`src/rtl/rebuild_pkg.sv`:
```
package rebuild_pkg;
  localparam int CH_VIN = 0;
  localparam int CH_VO  = 1;
  localparam int NUM_CH = 2;

  typedef enum logic {
    DRV_OFF = 1'b0,
    DRV_ON  = 1'b1
  } drive_e;
endpackage

```
`src/rtl/rb_extrapolator.sv`:
```
module rb_extrapolator #(
  parameter int VW        = 8,
  parameter int FRAC_BITS = 3
) (
  input  logic          clk,
  input  logic          rst,
  input  logic [VW-1:0] sample,
  input  logic          valid,
  output logic [VW-1:0] vext
);
  localparam int EW      = VW + FRAC_BITS + 2;
  localparam int EST_MAX = (1 << (VW + FRAC_BITS)) - 1;
  localparam logic signed [EW:0] EST_MAX_W = $signed((EW+1)'(EST_MAX));

  logic signed [EW-1:0] est_q, slope_q;
  logic [VW-1:0]        prev_q;
  logic                 primed_q;

  // named events for the checks
  logic                 load_evt;
  logic                 first_evt;
  logic signed [VW:0]   diff_w;
  logic signed [EW-1:0] diff_ext;
  logic signed [EW-1:0] est_load;
  logic signed [EW-1:0] est_run;

  function automatic logic signed [EW-1:0] advance(
    input logic signed [EW-1:0] e,
    input logic signed [EW-1:0] s
  );
    logic signed [EW:0] t;
    t = {e[EW-1], e} + {s[EW-1], s};
    if (t < 0) return '0;
    if (t > EST_MAX_W) return EST_MAX_W[EW-1:0];
    return t[EW-1:0];
  endfunction

  assign load_evt  = valid;
  assign first_evt = valid && !primed_q;
  assign diff_w    = $signed({1'b0, sample}) - $signed({1'b0, prev_q});
  assign diff_ext  = {{(EW-VW-1){diff_w[VW]}}, diff_w};
  assign est_load  = {2'b00, sample, {FRAC_BITS{1'b0}}};
  assign est_run   = advance(est_q, slope_q);

  always_ff @(posedge clk) begin
    if (rst) begin
      est_q    <= '0;
      slope_q  <= '0;
      prev_q   <= '0;
      primed_q <= 1'b0;
    end else if (load_evt) begin
      est_q    <= est_load;
      slope_q  <= primed_q ? diff_ext : '0;
      prev_q   <= sample;
      primed_q <= 1'b1;
    end else begin
      est_q    <= est_run;
    end
  end

  assign vext = est_q[VW+FRAC_BITS-1:FRAC_BITS];

  AST_EXT_RESET: assert property (@(posedge clk)
    rst |=> (est_q == 0 && slope_q == 0 && !primed_q));
  AST_LOAD_SAMPLE: assert property (@(posedge clk) disable iff (rst)
    load_evt |=> vext == $past(sample));
  AST_FIRST_FLAT: assert property (@(posedge clk) disable iff (rst)
    first_evt |=> slope_q == 0);
  AST_RUN_STEP: assert property (@(posedge clk) disable iff (rst)
    (!valid && slope_q == 0) |=> $stable(est_q));
  AST_EST_BOUNDED: assert property (@(posedge clk) disable iff (rst)
    (est_q >= 0) && (est_q <= $signed(EW'(EST_MAX))));
endmodule

```
`src/rtl/rb_vs_integrator.sv`:
```
module rb_vs_integrator
  import rebuild_pkg::*;
#(
  parameter int VW         = 8,
  parameter int CW         = 8,
  parameter int IW         = 12,
  parameter int GAIN_SHIFT = 4
) (
  input  logic                 clk,
  input  logic                 rst,
  input  logic [VW-1:0]        vin_x,
  input  logic [VW-1:0]        vo_x,
  input  logic                 sw_on,
  input  logic signed [CW-1:0] comp,
  output logic [IW-1:0]        i_est
);
  localparam int AW = IW + GAIN_SHIFT;
  localparam int SW = AW + 2;
  localparam int ACC_MAX = (1 << AW) - 1;
  localparam logic signed [SW-1:0] ACC_MAX_W = $signed(SW'(ACC_MAX));

  drive_e drv;
  logic [AW-1:0]        acc_q;
  logic signed [SW-1:0] base_w;
  logic signed [SW-1:0] sum_w;
  logic                 underflow_evt;
  logic                 overflow_evt;
  logic [AW-1:0]        acc_next;

  function automatic logic signed [SW-1:0] vs_step(
    input drive_e        d,
    input logic [VW-1:0] vi,
    input logic [VW-1:0] vo
  );
    logic signed [SW-1:0] a, b;
    a = $signed({{(SW-VW){1'b0}}, vi});
    b = $signed({{(SW-VW){1'b0}}, vo});
    return (d == DRV_ON) ? a : (a - b);
  endfunction

  function automatic logic [AW-1:0] clamp_acc(input logic signed [SW-1:0] s);
    if (s < 0) return '0;
    if (s > ACC_MAX_W) return ACC_MAX_W[AW-1:0];
    return s[AW-1:0];
  endfunction

  assign drv    = drive_e'(sw_on);
  assign base_w = vs_step(drv, vin_x, vo_x);
  assign sum_w  = $signed({2'b00, acc_q}) + base_w
                + $signed({{(SW-CW){comp[CW-1]}}, comp});
  assign underflow_evt = sum_w < 0;
  assign overflow_evt  = sum_w > ACC_MAX_W;
  assign acc_next      = clamp_acc(sum_w);

  always_ff @(posedge clk) begin
    if (rst) acc_q <= '0;
    else     acc_q <= acc_next;
  end

  assign i_est = acc_q[AW-1:GAIN_SHIFT];

  AST_ACC_RESET: assert property (@(posedge clk)
    rst |=> acc_q == 0);
  AST_ON_NONDECREASING: assert property (@(posedge clk) disable iff (rst)
    (sw_on && !comp[CW-1]) |=> acc_q >= $past(acc_q));
  AST_OFF_FALLS: assert property (@(posedge clk) disable iff (rst)
    (!sw_on && vo_x > vin_x && comp == 0 && acc_q != 0) |=> acc_q < $past(acc_q));
  AST_FLOOR_ZERO: assert property (@(posedge clk) disable iff (rst)
    underflow_evt |=> acc_q == 0);
  AST_NO_OVERFLOW: assert property (@(posedge clk) disable iff (rst)
    overflow_evt |=> acc_q == ACC_MAX[AW-1:0]);
endmodule

```
`src/rtl/boost_current_rebuilder.sv`:
```
module boost_current_rebuilder
  import rebuild_pkg::*;
#(
  parameter int VW         = 8,
  parameter int FRAC_BITS  = 3,
  parameter int CW         = 8,
  parameter int IW         = 12,
  parameter int GAIN_SHIFT = 4
) (
  input  logic                 clk,
  input  logic                 rst,
  input  logic [VW-1:0]        vin_sample,
  input  logic                 vin_valid,
  input  logic [VW-1:0]        vo_sample,
  input  logic                 vo_valid,
  input  logic                 sw_on,
  input  logic signed [CW-1:0] comp_trim,
  output logic [VW-1:0]        vin_extrap,
  output logic [VW-1:0]        vo_extrap,
  output logic [IW-1:0]        i_est
);
  logic [VW-1:0] smp   [NUM_CH];
  logic          vld   [NUM_CH];
  logic [VW-1:0] ext   [NUM_CH];

  assign smp[CH_VIN] = vin_sample;
  assign smp[CH_VO]  = vo_sample;
  assign vld[CH_VIN] = vin_valid;
  assign vld[CH_VO]  = vo_valid;

  for (genvar c = 0; c < NUM_CH; c++) begin : g_ch
    rb_extrapolator #(
      .VW        (VW),
      .FRAC_BITS (FRAC_BITS)
    ) u_ext (
      .clk    (clk),
      .rst    (rst),
      .sample (smp[c]),
      .valid  (vld[c]),
      .vext   (ext[c])
    );
  end

  assign vin_extrap = ext[CH_VIN];
  assign vo_extrap  = ext[CH_VO];

  rb_vs_integrator #(
    .VW         (VW),
    .CW         (CW),
    .IW         (IW),
    .GAIN_SHIFT (GAIN_SHIFT)
  ) u_int (
    .clk   (clk),
    .rst   (rst),
    .vin_x (ext[CH_VIN]),
    .vo_x  (ext[CH_VO]),
    .sw_on (sw_on),
    .comp  (comp_trim),
    .i_est (i_est)
  );
endmodule

```
`config.mk`:
```
export PLATFORM = sky130hd
export DESIGN_NAME = boost_current_rebuilder
export DESIGN_NICKNAME = d
export VERILOG_FILES = /design/src/rtl/rebuild_pkg.sv /design/src/rtl/rb_extrapolator.sv /design/src/rtl/rb_vs_integrator.sv /design/src/rtl/boost_current_rebuilder.sv
export SDC_FILE = /design/constraint.sdc
export NUM_CORES = 1
export LEC_CHECK = 0
export BUFFER_PORTS_ARGS = -buffer_cell sky130_fd_sc_hd__buf_2
export CORE_ASPECT_RATIO = 1.25
export CORE_MARGIN = 10
export CORE_UTILIZATION = 35
export CTS_CLUSTER_SIZE = 40
export DETAILED_ROUTE_END_ITERATION = 10
export PLACE_DENSITY_LB_ADDON = 0.05
export REMOVE_ABC_BUFFERS = 1
export SLEW_MARGIN = 10
export SYNTH_ARGS = -nofsm -noshare
export SYNTH_HDL_FRONTEND = slang
export SYNTH_HIERARCHICAL = 1
export SYNTH_SLANG_ARGS = --single-unit
```
`constraint.sdc`:
```
create_clock -name clk -period 4.1 [get_ports clk]
set_clock_uncertainty 0.05 [all_clocks]
set_input_delay 0.615 -clock clk [delete_from_list [all_inputs] [get_ports clk]]
set_output_delay 0.615 -clock clk [all_outputs]
set_load 0.1 [all_outputs]
```
# Word-level counts from Yosys, hierarchy flattened
# Index checks and enable logic that the tools add are counted.
dict set report totals {
  regBits 86
  inputBits 29
  out_inout_bits 28
  word_cells 52
}
dict set report classes {
  n_addsub 7
  order_cmp 6
  n_mux 26
  n_reduce_logical 2
}
# op count
set ops {}
lappend ops {{$mux 13} 10}
lappend ops {{$mux 16} 4}
lappend ops {{$add 13x13->14} 2}
lappend ops {{$gt 14x12->1 const B} 2}
lappend ops {{$lt 14x1->1 const B} 2}
lappend ops {{$sub 8x8->9} 3}
lappend ops {{$mux 11} 2}
lappend ops {{$add 17x18->18} 1}
lappend ops {{$add 18x8->18} 1}
lappend ops {{$gt 18x17->1 const B} 1}
lappend ops {{$lt 18x1->1 const B} 1}
lappend ops {{$mux 18} 1}
lappend ops {{$mux 1} 9}
lappend ops {{$reduce_or 2->1} 2}

# Longest topological paths before layout
# Gate-level depths: netlist of run 1.
dict set report depth {
  word_depth 9
  mapped_depth 20
  depth_no_buf 18
}

# By module
# The synthesis of run 1 kept the hierarchy.
# module instances cells_each area_per_inst_um2
set by_module_without_submodules {}
lappend by_module_without_submodules {{rb_extrapolator (g_ch[0].u_ext)} 1 254 2178.3}
lappend by_module_without_submodules {rb_vs_integrator 1 223 2145.8}
lappend by_module_without_submodules {{rb_extrapolator (g_ch[1].u_ext)} 1 250 2035.7}

# Worst setup path before layout of run 1
# Ideal clock, no wire load.
dict set report synth_path {
  path_type {reg-to-reg}
  from {register g_ch[1].u_ext.est_q[3]}
  to {register u_int.acc_q[0]}
  setup_time_ns 0.115
  arrival_time_ns 4.543
  required_ns 3.935
  setup_slack_ns -0.608
  stages_incl_launch_ff 20
  path_buffers 2
  cell_sequence {dfxtp_1 > buf_4 > ha_1 > inv_1 > fa_1 > a21o_1 > a21oi_1 > o21bai_1 > a21oi_1 > o21ai_0 > inv_1 > fa_1 > ha_1 > a21o_1 > a221oi_2 > o21ai_2 > a31oi_1 > mux2_4 > buf_6 > o21a_1}
}
dict set report synth_between {
  elab_chain_len 9
}
# element line
set synth_rtl {}
lappend synth_rtl {{from (decl)} rb_extrapolator.sv:15} ;# logic signed [EW-1:0] est_q, slope_q;
lappend synth_rtl {{from (signal assigned)} rb_extrapolator.sv:52} ;# est_q <= est_load;
lappend synth_rtl {{from (signal assigned)} rb_extrapolator.sv:57} ;# est_q <= est_run;
lappend synth_rtl {{$sub 8x8->9 (*)} rb_vs_integrator.sv:38} ;# return (d == DRV_ON) ? a : (a - b);
lappend synth_rtl {{$mux 18 (*)} rb_vs_integrator.sv:38}
lappend synth_rtl {{$add 17x18->18 (*)} rb_vs_integrator.sv:49} ;# assign sum_w = $signed({2'b00, acc_q}) + base_w
lappend synth_rtl {{$add 18x8->18 (*)} rb_vs_integrator.sv:50} ;# + $signed({{(SW-CW){comp[CW-1]}}, comp});
lappend synth_rtl {{$gt 18x17->1} -}
lappend synth_rtl {{$mux 1 (2 in a row)} rb_vs_integrator.sv:43} ;# if (s > ACC_MAX_W) return ACC_MAX_W[AW-1:0];
lappend synth_rtl {{$mux 16} rb_vs_integrator.sv:44} ;# return s[AW-1:0];
lappend synth_rtl {{$mux 16 (*)} rb_vs_integrator.sv:43}
lappend synth_rtl {{to (signal assigned)} rb_vs_integrator.sv:57} ;# else acc_q <= acc_next;
lappend synth_rtl {{to (decl)} rb_vs_integrator.sv:23} ;# logic [AW-1:0] acc_q;
# Mark *: on every way between the ends. The rest lies on a longest branch, timed or not. The select of a mux whose other input is x is not followed.
# A chain may end at the register's enable or synchronous reset.

# Final worst setup path of run 1
dict set report layout_path {
  from {register g_ch[0].u_ext.est_q[4]}
  to {register u_int.acc_q[15]}
}
dict set report layout_between {
  elab_chain_len 9
}
# element line
set layout_rtl {}
lappend layout_rtl {{from (decl)} rb_extrapolator.sv:15}
lappend layout_rtl {{from (signal assigned)} rb_extrapolator.sv:52}
lappend layout_rtl {{from (signal assigned)} rb_extrapolator.sv:57}
lappend layout_rtl {{$sub 8x8->9} rb_vs_integrator.sv:38}
lappend layout_rtl {{$mux 18 (*)} rb_vs_integrator.sv:38}
lappend layout_rtl {{$add 17x18->18 (*)} rb_vs_integrator.sv:49}
lappend layout_rtl {{$add 18x8->18 (*)} rb_vs_integrator.sv:50}
lappend layout_rtl {{$gt 18x17->1} -}
lappend layout_rtl {{$mux 1 (2 in a row)} rb_vs_integrator.sv:43}
lappend layout_rtl {{$mux 16} rb_vs_integrator.sv:44}
lappend layout_rtl {{$mux 16 (*)} rb_vs_integrator.sv:43}
# Marks and branches as above.

==> reports/summary.txt, run 1 <==
Worst slew margin: 57.0%
layout cells sized above 1: 23.6%
startpoint types: register
post-place setup slack: -0.437 ns
Yosys top cell area share: 24.6%
metal2 WL: 8.40 mm
routed wire length: 17.3 mm
CP Class: reg -> reg
Clock Path Buffers: 2
RSZ-0062 raised after global routing: true
slowest cell on the critical path: fa_1
Primary FF master, synth: dfxtp_1
Rows: 55
Final min period: 4.10 ns
CP Data Required Time: 4.28 ns
CP dominant cell by count: o21a_1
core area: 18000 um2
Post-synth EDFFs: 0
CP arrival: 4.28 ns
outcome: completed
ranking of synthesized cells by area: dfxtp_1 25%, ha_1 13%, fa_1 7.2%
Period Utilization, post-route: 99.9%
clk_lat worst skew: 0.34 ns
Die ar.: 24000 um2
DRT antenna net count: 0
total CTS buffers: 9
Final Wtd Congestion: 0.897
hold crit path type: reg -> reg
Mapped Cells: 727
pin count of the biggest net entering global routing: 28
Starting Density: 35.4%
Yosys cell types: 76
Layout area overhead: 19.5%
crit-path max cell delay: 0.58 ns
clk root buf: clkbuf_16
clk slew on worst S/H paths: 0.06 ns
via count: 5323
CP cell instances: ha_4, nor2b_2, o21a_1, o21a_1, buf_6, o211ai_1, a2111oi_1, nand3b_1, fa_1, ha_4, a211oi_4, o21a_1, o21ai_2, a31oi_4, mux2_4, o21a_1
total gr overflow: 0
Hold Buf Count CTS: 0
DR WL/cell: 16.6 um
count of pins over their slew limit: 0
DR top layer: met4
CTS tree: yes
flops & latches, synth: 78
Detailed Route Iter0 Violations: 176
CTS sink count: 78
Crit. End Element: register
area leader, netlist: dfxtp_1
commonest non-fill, non-tap cell in the layout: dfxtp_1
Port-buffer cells: 56
antenna violations before repair: 0
most frequent cells in the layout: 74 x dfxtp_1, 70 x nor2_1, 58 x buf_4
Least-Margin Pin Slew: 0.629 ns
Post-Layout Cell Count: 1041
Async S/R FF share, synth: 0%
DRT Pass-1 Iters: 4
dpl cells: 1021
H-tree depth: 3
Die X: 141 um
fmax: 244 MHz
num ports: 57
synthesized area: 6360 um2
PD cells: 572 nW/um2
fin worst setup slack: 0.00228 ns
leakage: 3.34 nW
GR Util All Layers: 14.7%
final setup fails: 0
Max-Cap Viols: 0
Seq/Total Area, Yosys: 24.6%
CP top delay family: compound AO/OA/AOI/OAI gates
CP bufs+invs: 1
first-pass GRT wire length: 28.6 mm
Antenna diodes: 0
critical path peak fanout: 8
nets: 928
Die Ht: 171 um
vias per cell: 5.11
Ys Warns: 6
Max IR drop VDD: 214 uV
vias in the first global route: 5510
Residual DRC: 0
WL met1: 7.98 mm
final hold violation count: 0
met3 wire len: 539 um
Syn Area/Cell: 8.75 um2
detailed placement HPWL: 13.9 mm
==> worst paths after layout <==
| check | start | end | slack [ns] | cells after the start |
|---|---|---|---|---|
| worst min-delay path | g_ch[0].u_ext/prev_q[3] | g_ch[0].u_ext/prev_q[3] | 0.44 | 2 |
| worst min register to register | g_ch[0].u_ext/prev_q[3] | g_ch[0].u_ext/prev_q[3] | 0.44 | 2 |
| worst max-delay path | g_ch[0].u_ext/est_q[4] | u_int/acc_q[15] | 0.002 | 16 |
| worst max register to register | g_ch[0].u_ext/est_q[4] | u_int/acc_q[15] | 0.002 | 16 |
==> cell type report <==
class | instances | area [um2]
Multi-Input combinational cell | 543 | 4500
Sequential cell | 78 | 1570
Tap cell | 228 | 285
Timing Repair Buffer | 117 | 758
Fill cell | 1847 | 10400
Clock inverter | 6 | 38.8
Inverter | 60 | 228
Clock buffer | 9 | 225
==> registers in the layout (all words and copies together), names as in the netlist <==
register             count
g_ch.u_ext/primed_q      2
g_ch.u_ext/prev_q       16
g_ch.u_ext/est_q        26
g_ch.u_ext/slope_q      18
u_int/acc_q             16
==> power breakdown <==
| group | switching (W) | internal, W |
|---|---|---|
| logic | 0.00151 | 0.00118 |
| registers | 0.0000752 | 0.000852 |
| clock network | 0.000332 | 0.000405 |
==> synthesized netlist by cell type (3+ instances only) <==
| library cell | n |
|---|---|
| inv_1 | 58 |
| o21ai_0 | 24 |
| nor2b_1 | 12 |
| o2bb2a_1 | 4 |
| o31a_1 | 3 |
| ha_1 | 67 |
| dfxtp_1 | 78 |
| o21ai_1 | 19 |
| a21o_1 | 15 |
| o21a_1 | 24 |
| buf_6 | 5 |
| nand3b_1 | 5 |
| nor4b_1 | 3 |
| o21bai_1 | 6 |
| a21oi_2 | 3 |
| xor2_1 | 14 |
| a211oi_1 | 9 |
| nand2_1 | 42 |
| a22oi_1 | 10 |
| clkbuf_1 | 11 |
| nor3b_1 | 3 |
| nand3_1 | 10 |
| xnor2_1 | 22 |
| fa_1 | 23 |
| buf_4 | 29 |
| a21oi_1 | 46 |
| o31ai_1 | 4 |
| and2_1 | 3 |
| o211ai_1 | 3 |
| a21boi_0 | 6 |
| a31oi_1 | 6 |
| mux2i_1 | 16 |
| nand2b_1 | 3 |
| nor3_1 | 15 |
| nor2_1 | 70 |
| buf_1 | 3 |
==> layer usage <==
metal,global-route usage (%),vias up
li1,-,2710
met1,18.4,2504
met3,2.30,25
met5,0,-
met4,6.16,0
met2,24.5,84
==> through the flow <==
| step | utilization [%] | power, W | cell area [um2] | setup TNS, ns | hold WS, ns |
|---|---|---|---|---|---|
| after floorplan | - | 0.00255 | 6040 | -15.44 | 0.410 |
| after global placement | 39.1 | 0.00332 | 7030 | -6.53 | 0.423 |
| after detailed placement | 39.1 | 0.00334 | 7030 | -6.59 | 0.431 |
| after CTS | 41.8 | 0.00435 | 7510 | -0.00219 | 0.448 |
| after global routing | 42.3 | 0.00467 | 7600 | -1.78 | 0.479 |
| final | 42.3 | 0.00435 | 7600 | 0 | 0.442 |
==> what timing repair did <==
action / in CTS / in global routing
buffers inserted: 3 / 1
pin swaps: 14 / 2
cloned: 1 / 0
setup endpoints to repair: 16 / 16
gates resized for setup: 30 / 17
==> logic make-up (layout without fill, tap and decap cells) <==
kind of cell | Yosys count | count (layout) | synth area share, %
AOI/OAI and AO/OA | 216 | 216 | 24.7
and+or+nand+nor | 176 | 176 | 12.7
buffers and inverters | 109 | 192 | 8.75
adders and majority gates | 90 | 90 | 20.4
DFF | 78 | 78 | 24.6
xor gates and xnor gates | 38 | 38 | 5.82
muxes | 18 | 19 | 2.93
other | 2 | 4 | 0.118
==> worst min-delay path, stage by stage, from the launching register on <==
cell     delay [ns]
dfxtp_1        0.33
mux2i_1        0.06
nor2_1         0.07
(Power assumes the default switching activity.)
==> run 2, diff against run 1 <==
CTS_BUF_LIST = sky130_fd_sc_hd__clkbuf_8 sky130_fd_sc_hd__clkbuf_16   (was default)
SYNTH_HIERARCHICAL = default   (was 1)
==> run 2 against run 1 <==
  * The flow now finishes with violations (negative setup slack)
  * Critical path type unchanged
  * Wire length decreased by 3.3%
  * Setup slack got worse by 0.12 ns
  * Non-clock buffer count grew 14
  * Sequential power rose by 2.8%
  * Sequential share of layout area fell by 0.094 points
  * Critical path depth grew 3
  * Synthesized cell count decreased by 0.55%
  * Power grew 15%
  * Maximum frequency fell by 2.8%
==> reports/summary.txt, run 2 <==
metal2 WL: 8.68 mm (was 8.40 mm)
clk_lat worst skew: 0.35 ns (was 0.34 ns)
CP Class: reg -> reg (unchanged)
Post-Layout Cell Count: 1050 (was 1041)
dpl cells: 1020 (was 1021)
DR WL/cell: 16.0 um (was 16.6 um)
final setup fails: 16 (was 0)
GR Util All Layers: 14.3% (was 14.7%)
CP dominant cell by count: o21ai_2 (was o21a_1)
Clock Path Buffers: 2 (unchanged)
clk root buf: clkbuf_16 (unchanged)
num ports: 57 (unchanged)
DR top layer: met4 (unchanged)
Primary FF master, synth: dfxtp_1 (unchanged)
Max IR drop VDD: 234 uV (was 214 uV)
Syn Area/Cell: 8.44 um2 (was 8.75 um2)
most frequent cell after synthesis: inv_1 (was dfxtp_1)
Rows: 53 (was 55)
CTS sink count: 78 (unchanged)
Crit. End Element: register (unchanged)
Yosys cell types: 62 (was 76)
CP bufs+invs: 2 (was 1)
PD cells: 658 nW/um2 (was 572 nW/um2)
Multi-input gate area: 4270 um2 (was 4500 um2)
Port-buffer cells: 56 (unchanged)
most frequent cells in the layout: 84 x inv_1, 73 x dfxtp_1, 69 x buf_4 (was 74 x dfxtp_1, 70 x nor2_1, 58 x buf_4)
H-tree depth: 3 (unchanged)
total gr overflow: 0 (unchanged)
post-route cell area: 7630 um2 (was 7600 um2)
slowest cell on the critical path: fa_1 (unchanged)
detailed placement HPWL: 13.1 mm (was 13.9 mm)
Residual DRC: 0 (unchanged)
CP cell instances: inv_2, ha_4, fa_2, nor2b_4, o21ai_2, a21boi_2, o21ai_2, a21boi_2, o21ai_2, and2_4, fa_1, ha_4, a21o_1, a21o_1, or4_4, o22ai_4, mux2i_2, buf_6, a21oi_2 (was ha_4, nor2b_2, o21a_1, o21a_1, buf_6, o211ai_1, a2111oi_1, nand3b_1, fa_1, ha_4, a211oi_4, o21a_1, o21ai_2, a31oi_4, mux2_4, o21a_1)
CP arrival: 4.39 ns (was 4.28 ns)
vias per cell: 5.02 (was 5.11)
Ys Warns: 0 (was 6)
top flop regs: g_ch.u_ext.est_q: 26 flops, g_ch.u_ext.slope_q: 18 flops (was g_ch.u_ext/est_q: 26 flops, g_ch.u_ext/slope_q: 18 flops)
failing checks: negative setup slack
fin worst setup slack: -0.116 ns (was 0.00228 ns)
Die ar.: 23100 um2 (was 24000 um2)
Fillers: 1750 (was 1847)
max reg flops: 26 (unchanged)
synthesized area: 6100 um2 (was 6360 um2)
Async S/R FF share, synth: 0% (unchanged)
WL met1: 7.14 mm (was 7.98 mm)
Detailed Route Iter0 Violations: 229 (was 176)
CP top delay family: adder cells (was compound AO/OA/AOI/OAI gates)
nets: 945 (was 928)
Least-Margin Pin Slew: 0.778 ns (was 0.629 ns)
Mapped Cells: 723 (was 727)
Starting Density: 35.9% (was 35.4%)
Die X: 138 um (was 141 um)
DRT Pass-1 Iters: 4 (unchanged)
CP Data Required Time: 4.28 ns (about the same)
most instantiated cells after synthesis: 88 x inv_1, 78 x dfxtp_1, 68 x ha_1 (was 78 x dfxtp_1, 70 x nor2_1, 67 x ha_1)
Final Wtd Congestion: 0.858 (was 0.897)
final hold violation count: 0 (unchanged)
Setup TNS Final: -1.62 ns (was 0 ns)
leakage: 3.57 nW (was 3.34 nW)
vias in the first global route: 5488 (was 5510)
DRT antenna net count: 0 (unchanged)
area leader, netlist: dfxtp_1 (unchanged)
crit-path max cell delay: 0.55 ns (was 0.58 ns)
RSZ-0062 raised after global routing: true (unchanged)
core area: 17000 um2 (was 18000 um2)
total CTS buffers: 9 (unchanged)
ranking of synthesized cells by area: dfxtp_1 26%, ha_1 14%, fa_1 7.5% (was dfxtp_1 25%, ha_1 13%, fa_1 7.2%)
critical path peak fanout: 8 (unchanged)
count of pins over their slew limit: 0 (unchanged)
routed wire length: 16.8 mm (was 17.3 mm)
Period Utilization, post-route: 103% (was 99.9%)
Die Ht: 168 um (was 171 um)
Max-Cap Viols: 0 (unchanged)
first-pass GRT wire length: 27.3 mm (was 28.6 mm)
hold crit path type: reg -> reg (unchanged)
via count: 5270 (was 5323)
Worst slew margin: 47.9% (was 57.0%)
Layout area overhead: 25.1% (was 19.5%)
DP Area: 6850 um2 (was 7030 um2)
clk slew on worst S/H paths: 0.07 ns (was 0.06 ns)
Seq/Total Area, Yosys: 25.6% (was 24.6%)
Final min period: 4.22 ns (was 4.10 ns)
fmax: 237 MHz (was 244 MHz)
pin count of the biggest net entering global routing: 37 (was 28)
met3 wire len: 547 um (was 539 um)
antenna violations before repair: 0 (unchanged)
register area: 1570 um2 (about the same)
outcome: finished with violations (was completed)
Top reg by flops: g_ch.u_ext.est_q (was g_ch.u_ext/est_q)
Antenna diodes: 0 (unchanged)
flops & latches, synth: 78 (unchanged)
Yosys top cell area share: 25.6% (was 24.6%)
startpoint types: register (unchanged)
commonest non-fill, non-tap cell in the layout: inv_1 (was dfxtp_1)
layout cells sized above 1: 27.5% (was 23.6%)
Post-synth EDFFs: 0 (unchanged)
CTS tree: yes (unchanged)
## run 2: final timing paths
kind,end,startpoint,slack (ns),cells after the start
max reg2reg,u_int.acc_q[11],g_ch[0].u_ext.est_q[3],-0.12,19
max,u_int.acc_q[11],g_ch[0].u_ext.est_q[3],-0.12,19
min reg2reg,g_ch[1].u_ext.slope_q[6],g_ch[1].u_ext.slope_q[6],0.43,2
min,g_ch[1].u_ext.slope_q[6],g_ch[1].u_ext.slope_q[6],0.43,2
## run 2: power by group
group	leakage [nW]	total [W]	internal [W]	switching (W)
Clock	0.154	0.000876	0.000535	0.000340
Sequential	0.645	0.000953	0.000872	0.0000810
Combinational	2.77	0.00319	0.00133	0.00186
Total	3.57	0.00502	0.00274	0.00228
## run 2: layout make-up
| class | instances | area share (%) |
|---|---|---|
| multi-input cells | 517 | 56.0 |
| inverters | 88 | 4.33 |
| well taps | 220 | 3.61 |
| clock inverters | 7 | 1.26 |
| repair buffers | 131 | 11.3 |
| clock buffers | 9 | 2.95 |
| flip-flops and latches | 78 | 20.5 |
## run 2: metal layers
metal  up-vias  track usage, %
met5         -               0
met4         0            5.46
met3        24            2.21
met2        91            26.1
met1      2486            16.2
li1       2669               -
## run 2: what timing repair did
item | in CTS | in global routing
cloned | 1 | 0
buffers inserted | 12 | 3
pin swaps | 28 | 38
hold buffers | 0 | 0
resized for setup | 50 | 40
endpoints found under the setup margin | 16 | 16
## run 2: cells by family (layout without fill, tap and decap cells)
logic type | count (synthesis) | count (layout) | share of synthesized area [%]
and+or+nand+nor | 171 | 171 | 13.1
muxes | 18 | 18 | 2.97
AOI/OAI and AO/OA | 200 | 200 | 22.0
DFF | 78 | 78 | 25.6
adders and majority gates | 91 | 91 | 21.5
buffers and inverters | 131 | 235 | 9.93
other | 1 | 4 | 0.0615
xor gates and xnor gates | 33 | 33 | 4.86
## run 2: worst register-to-register path, cell delays in order, from the launching register on
cell      delay [ns]
dfxtp_2         0.33
inv_2           0.05
ha_4            0.15
fa_2            0.38
nor2b_4         0.13
o21ai_2         0.07
a21boi_2        0.17
o21ai_2         0.09
a21boi_2        0.19
o21ai_2         0.07
and2_4          0.20
fa_1            0.55
ha_4            0.21
a21o_1          0.16
a21o_1          0.17
or4_4           0.43
o22ai_4         0.17
mux2i_2         0.30
buf_6           0.19
a21oi_2         0.04
## run 2: metrics by stage
step	utilization [%]	power (W)	hold slack [ns]	setup slack, ns
after CTS	43.7	0.00486	0.430	-0.115
after detailed placement	40.3	0.00366	0.414	-0.624
final	44.9	0.00502	0.430	-0.116
after global placement	40.3	0.00365	0.413	-0.602
after floorplan	-	0.00278	0.379	-1.52
after global routing	44.9	0.00539	0.467	-0.309
==> run 3, diff against run 2 <==
RECOVER_POWER = 50   (was default)
==> run 3 against run 2 <==
  * The run still ends with negative setup slack left
  * Wire length about the same
  * Register-to-register slack about the same
  * Setup slack got worse by 0.0020 ns
  * Utilization decreased by 0.15 points
  * Global-route usage unchanged
  * Critical path depth unchanged
  * Clock power about the same
  * Sequential share of layout area increased by 0.068 points
  * First-iteration DRC count decreased by 18%
  * Cell count unchanged
==> reports/summary.txt, run 3 (synthesis results as in run 2) <==
pin count of the biggest net entering global routing: 37 (unchanged)
clk slew on worst S/H paths: 0.07 ns (about the same)
DRT antenna net count: 0 (unchanged)
CP Class: reg -> reg (unchanged)
nets: 945 (unchanged)
Least-Margin Pin Slew: 1.19 ns (was 0.778 ns)
most frequent cells in the layout: 84 x inv_1, 73 x dfxtp_1, 69 x buf_4 (unchanged)
Post-Layout Cell Count: 1050 (unchanged)
via count: 5262 (was 5270)
met2 usage: 26.1% (unchanged)
Max-Cap Viols: 0 (unchanged)
critical path peak fanout: 8 (unchanged)
CP dominant cell by count: o21ai_2 (unchanged)
Fin Hold WS: 0.429 ns (was 0.430 ns)
Die Ht: 168 um (unchanged)
total CTS buffers: 9 (unchanged)
DRT Pass-1 Iters: 4 (unchanged)
vias per cell: 5.01 (was 5.02)
post-place setup slack: -0.624 ns (unchanged)
Port-buffer cells: 56 (unchanged)
vias in the first global route: 5488 (unchanged)
commonest non-fill, non-tap cell in the layout: inv_1 (unchanged)
H-tree depth: 3 (unchanged)
Period Utilization, post-route: 103% (about the same)
startpoint types: register (unchanged)
Fillers: 1758 (was 1750)
crit-path max cell delay: 0.55 ns (about the same)
met3 Use GR: 2.21% (unchanged)
PD cells: 658 nW/um2 (about the same)
antenna violations before repair: 0 (unchanged)
final setup fails: 16 (unchanged)
clk_lat worst skew: 0.35 ns (about the same)
Final Wtd Congestion: 0.858 (unchanged)
met1 Resource Use GR: 16.2% (unchanged)
total gr overflow: 0 (unchanged)
Crit. End Element: register (unchanged)
leakage: 3.49 nW (was 3.57 nW)
Max IR drop VDD: 233 uV (was 234 uV)
Layout area overhead: 24.7% (was 25.1%)
detailed placement HPWL: 13.1 mm (unchanged)
CP arrival: 4.40 ns (was 4.39 ns)
dpl cells: 1020 (unchanged)
routed wire length: 16.8 mm (about the same)
outcome: finished with violations (unchanged)
Residual DRC: 0 (unchanged)
Final min period: 4.22 ns (about the same)
GR peak layer: met2 (unchanged)
final hold violation count: 0 (unchanged)
Detailed Route Iter0 Violations: 187 (was 229)
num ports: 57 (unchanged)
Clock Path Buffers: 2 (unchanged)
slowest cell on the critical path: fa_1 (unchanged)
max reg flops: 26 (unchanged)
CTS sink count: 78 (unchanged)
fin worst setup slack: -0.118 ns (was -0.116 ns)
layout cells sized above 1: 25.1% (was 27.5%)
hold crit path type: reg -> reg (unchanged)
CTS tree: yes (unchanged)
RSZ-0062 raised after global routing: true (unchanged)
Worst slew margin: 20.8% (was 47.9%)
count of pins over their slew limit: 0 (unchanged)
CP cell instances: inv_2, ha_4, fa_2, nor2b_4, o21ai_2, a21boi_2, o21ai_2, a21boi_2, o21ai_2, and2_4, fa_1, ha_4, a21o_1, a21o_1, or4_4, o22ai_4, mux2i_2, buf_6, a21oi_2 (unchanged)
Top reg by flops: g_ch.u_ext.est_q (unchanged)
core area: 17000 um2 (unchanged)
fmax: 237 MHz (about the same)
Rows: 53 (unchanged)
top flop regs: g_ch.u_ext.est_q: 26 flops, g_ch.u_ext.slope_q: 18 flops (unchanged)
GR Util All Layers: 14.3% (unchanged)
clk root buf: clkbuf_16 (unchanged)
CP Data Required Time: 4.28 ns (about the same)
Die X: 138 um (unchanged)
Multi-input gate area: 4270 um2 (unchanged)
register area: 1570 um2 (unchanged)
failing checks: negative setup slack (unchanged)
Antenna diodes: 0 (unchanged)
first-pass GRT wire length: 27.3 mm (unchanged)
DR WL/cell: 16.0 um (about the same)
Starting Density: 35.9% (unchanged)
Die ar.: 23100 um2 (unchanged)
[run 3: final timing paths]
| path | from | slack [ns] | cells after the start | end |
|---|---|---|---|---|
| setup / recovery | g_ch[0].u_ext.est_q[3] | -0.12 | 19 | u_int.acc_q[11] |
| hold / removal | g_ch[1].u_ext.slope_q[6] | 0.43 | 2 | g_ch[1].u_ext.slope_q[6] |
| setup reg to reg | g_ch[0].u_ext.est_q[3] | -0.12 | 19 | u_int.acc_q[11] |
| hold reg to reg | g_ch[1].u_ext.slope_q[6] | 0.43 | 2 | g_ch[1].u_ext.slope_q[6] |
[run 3: area by class of cell]
type	count	share of cell area, %
multi-input combinational	517	56.1
sequential	78	20.6
timing repair buffer	131	11.1
inverter	88	4.34
tap	220	3.62
clock buffer	9	2.96
clock inverter	7	1.27
[run 3: critical path, delay by kind of cell, from the launching register on]
kind            cells  cell delay [ns]
fa+ha+maj           4             1.29
compound gates      9             1.13
simple gates        3             0.76
flops               1             0.33
mux                 1             0.30
buf+inv             2             0.24
[run 3: report_power, final]
group	internal [W]	leakage, nW	switching [W]
clock network	0.000535	0.154	0.000343
logic	0.00132	2.70	0.00186
registers	0.000872	0.645	0.0000829
total	0.00272	3.49	0.00228
[run 3: per-stage QoR]
stage | instance area, um2 | power, W | util, % | TNS (ns)
finish | 7600 | 0.00501 | 44.8 | -1.65
global route | 7600 | 0.00538 | 44.8 | -4.65
CTS | 7420 | 0.00486 | 43.7 | -1.53
detailed placement | 6850 | 0.00366 | 40.3 | -9.68
global placement | 6850 | 0.00365 | 40.3 | -9.42
floorplan | 5840 | 0.00278 | - | -24.27
[run 3: per-layer routing]
layer / part of all wire (%) / wire length, um
met1: 43 / 7140
met2: 52 / 8690
met3: 3.2 / 544
met4: 2.3 / 387
met5: 0 / 0
[run 3: timing repair]
action / in CTS / in global routing
gates resized for setup: 50 / 40
cloned: 1 / 0
setup buffers: 12 / 3
pin swaps: 28 / 38
hold buffers: 0 / 0
endpoints found under the setup margin: 16 / 16
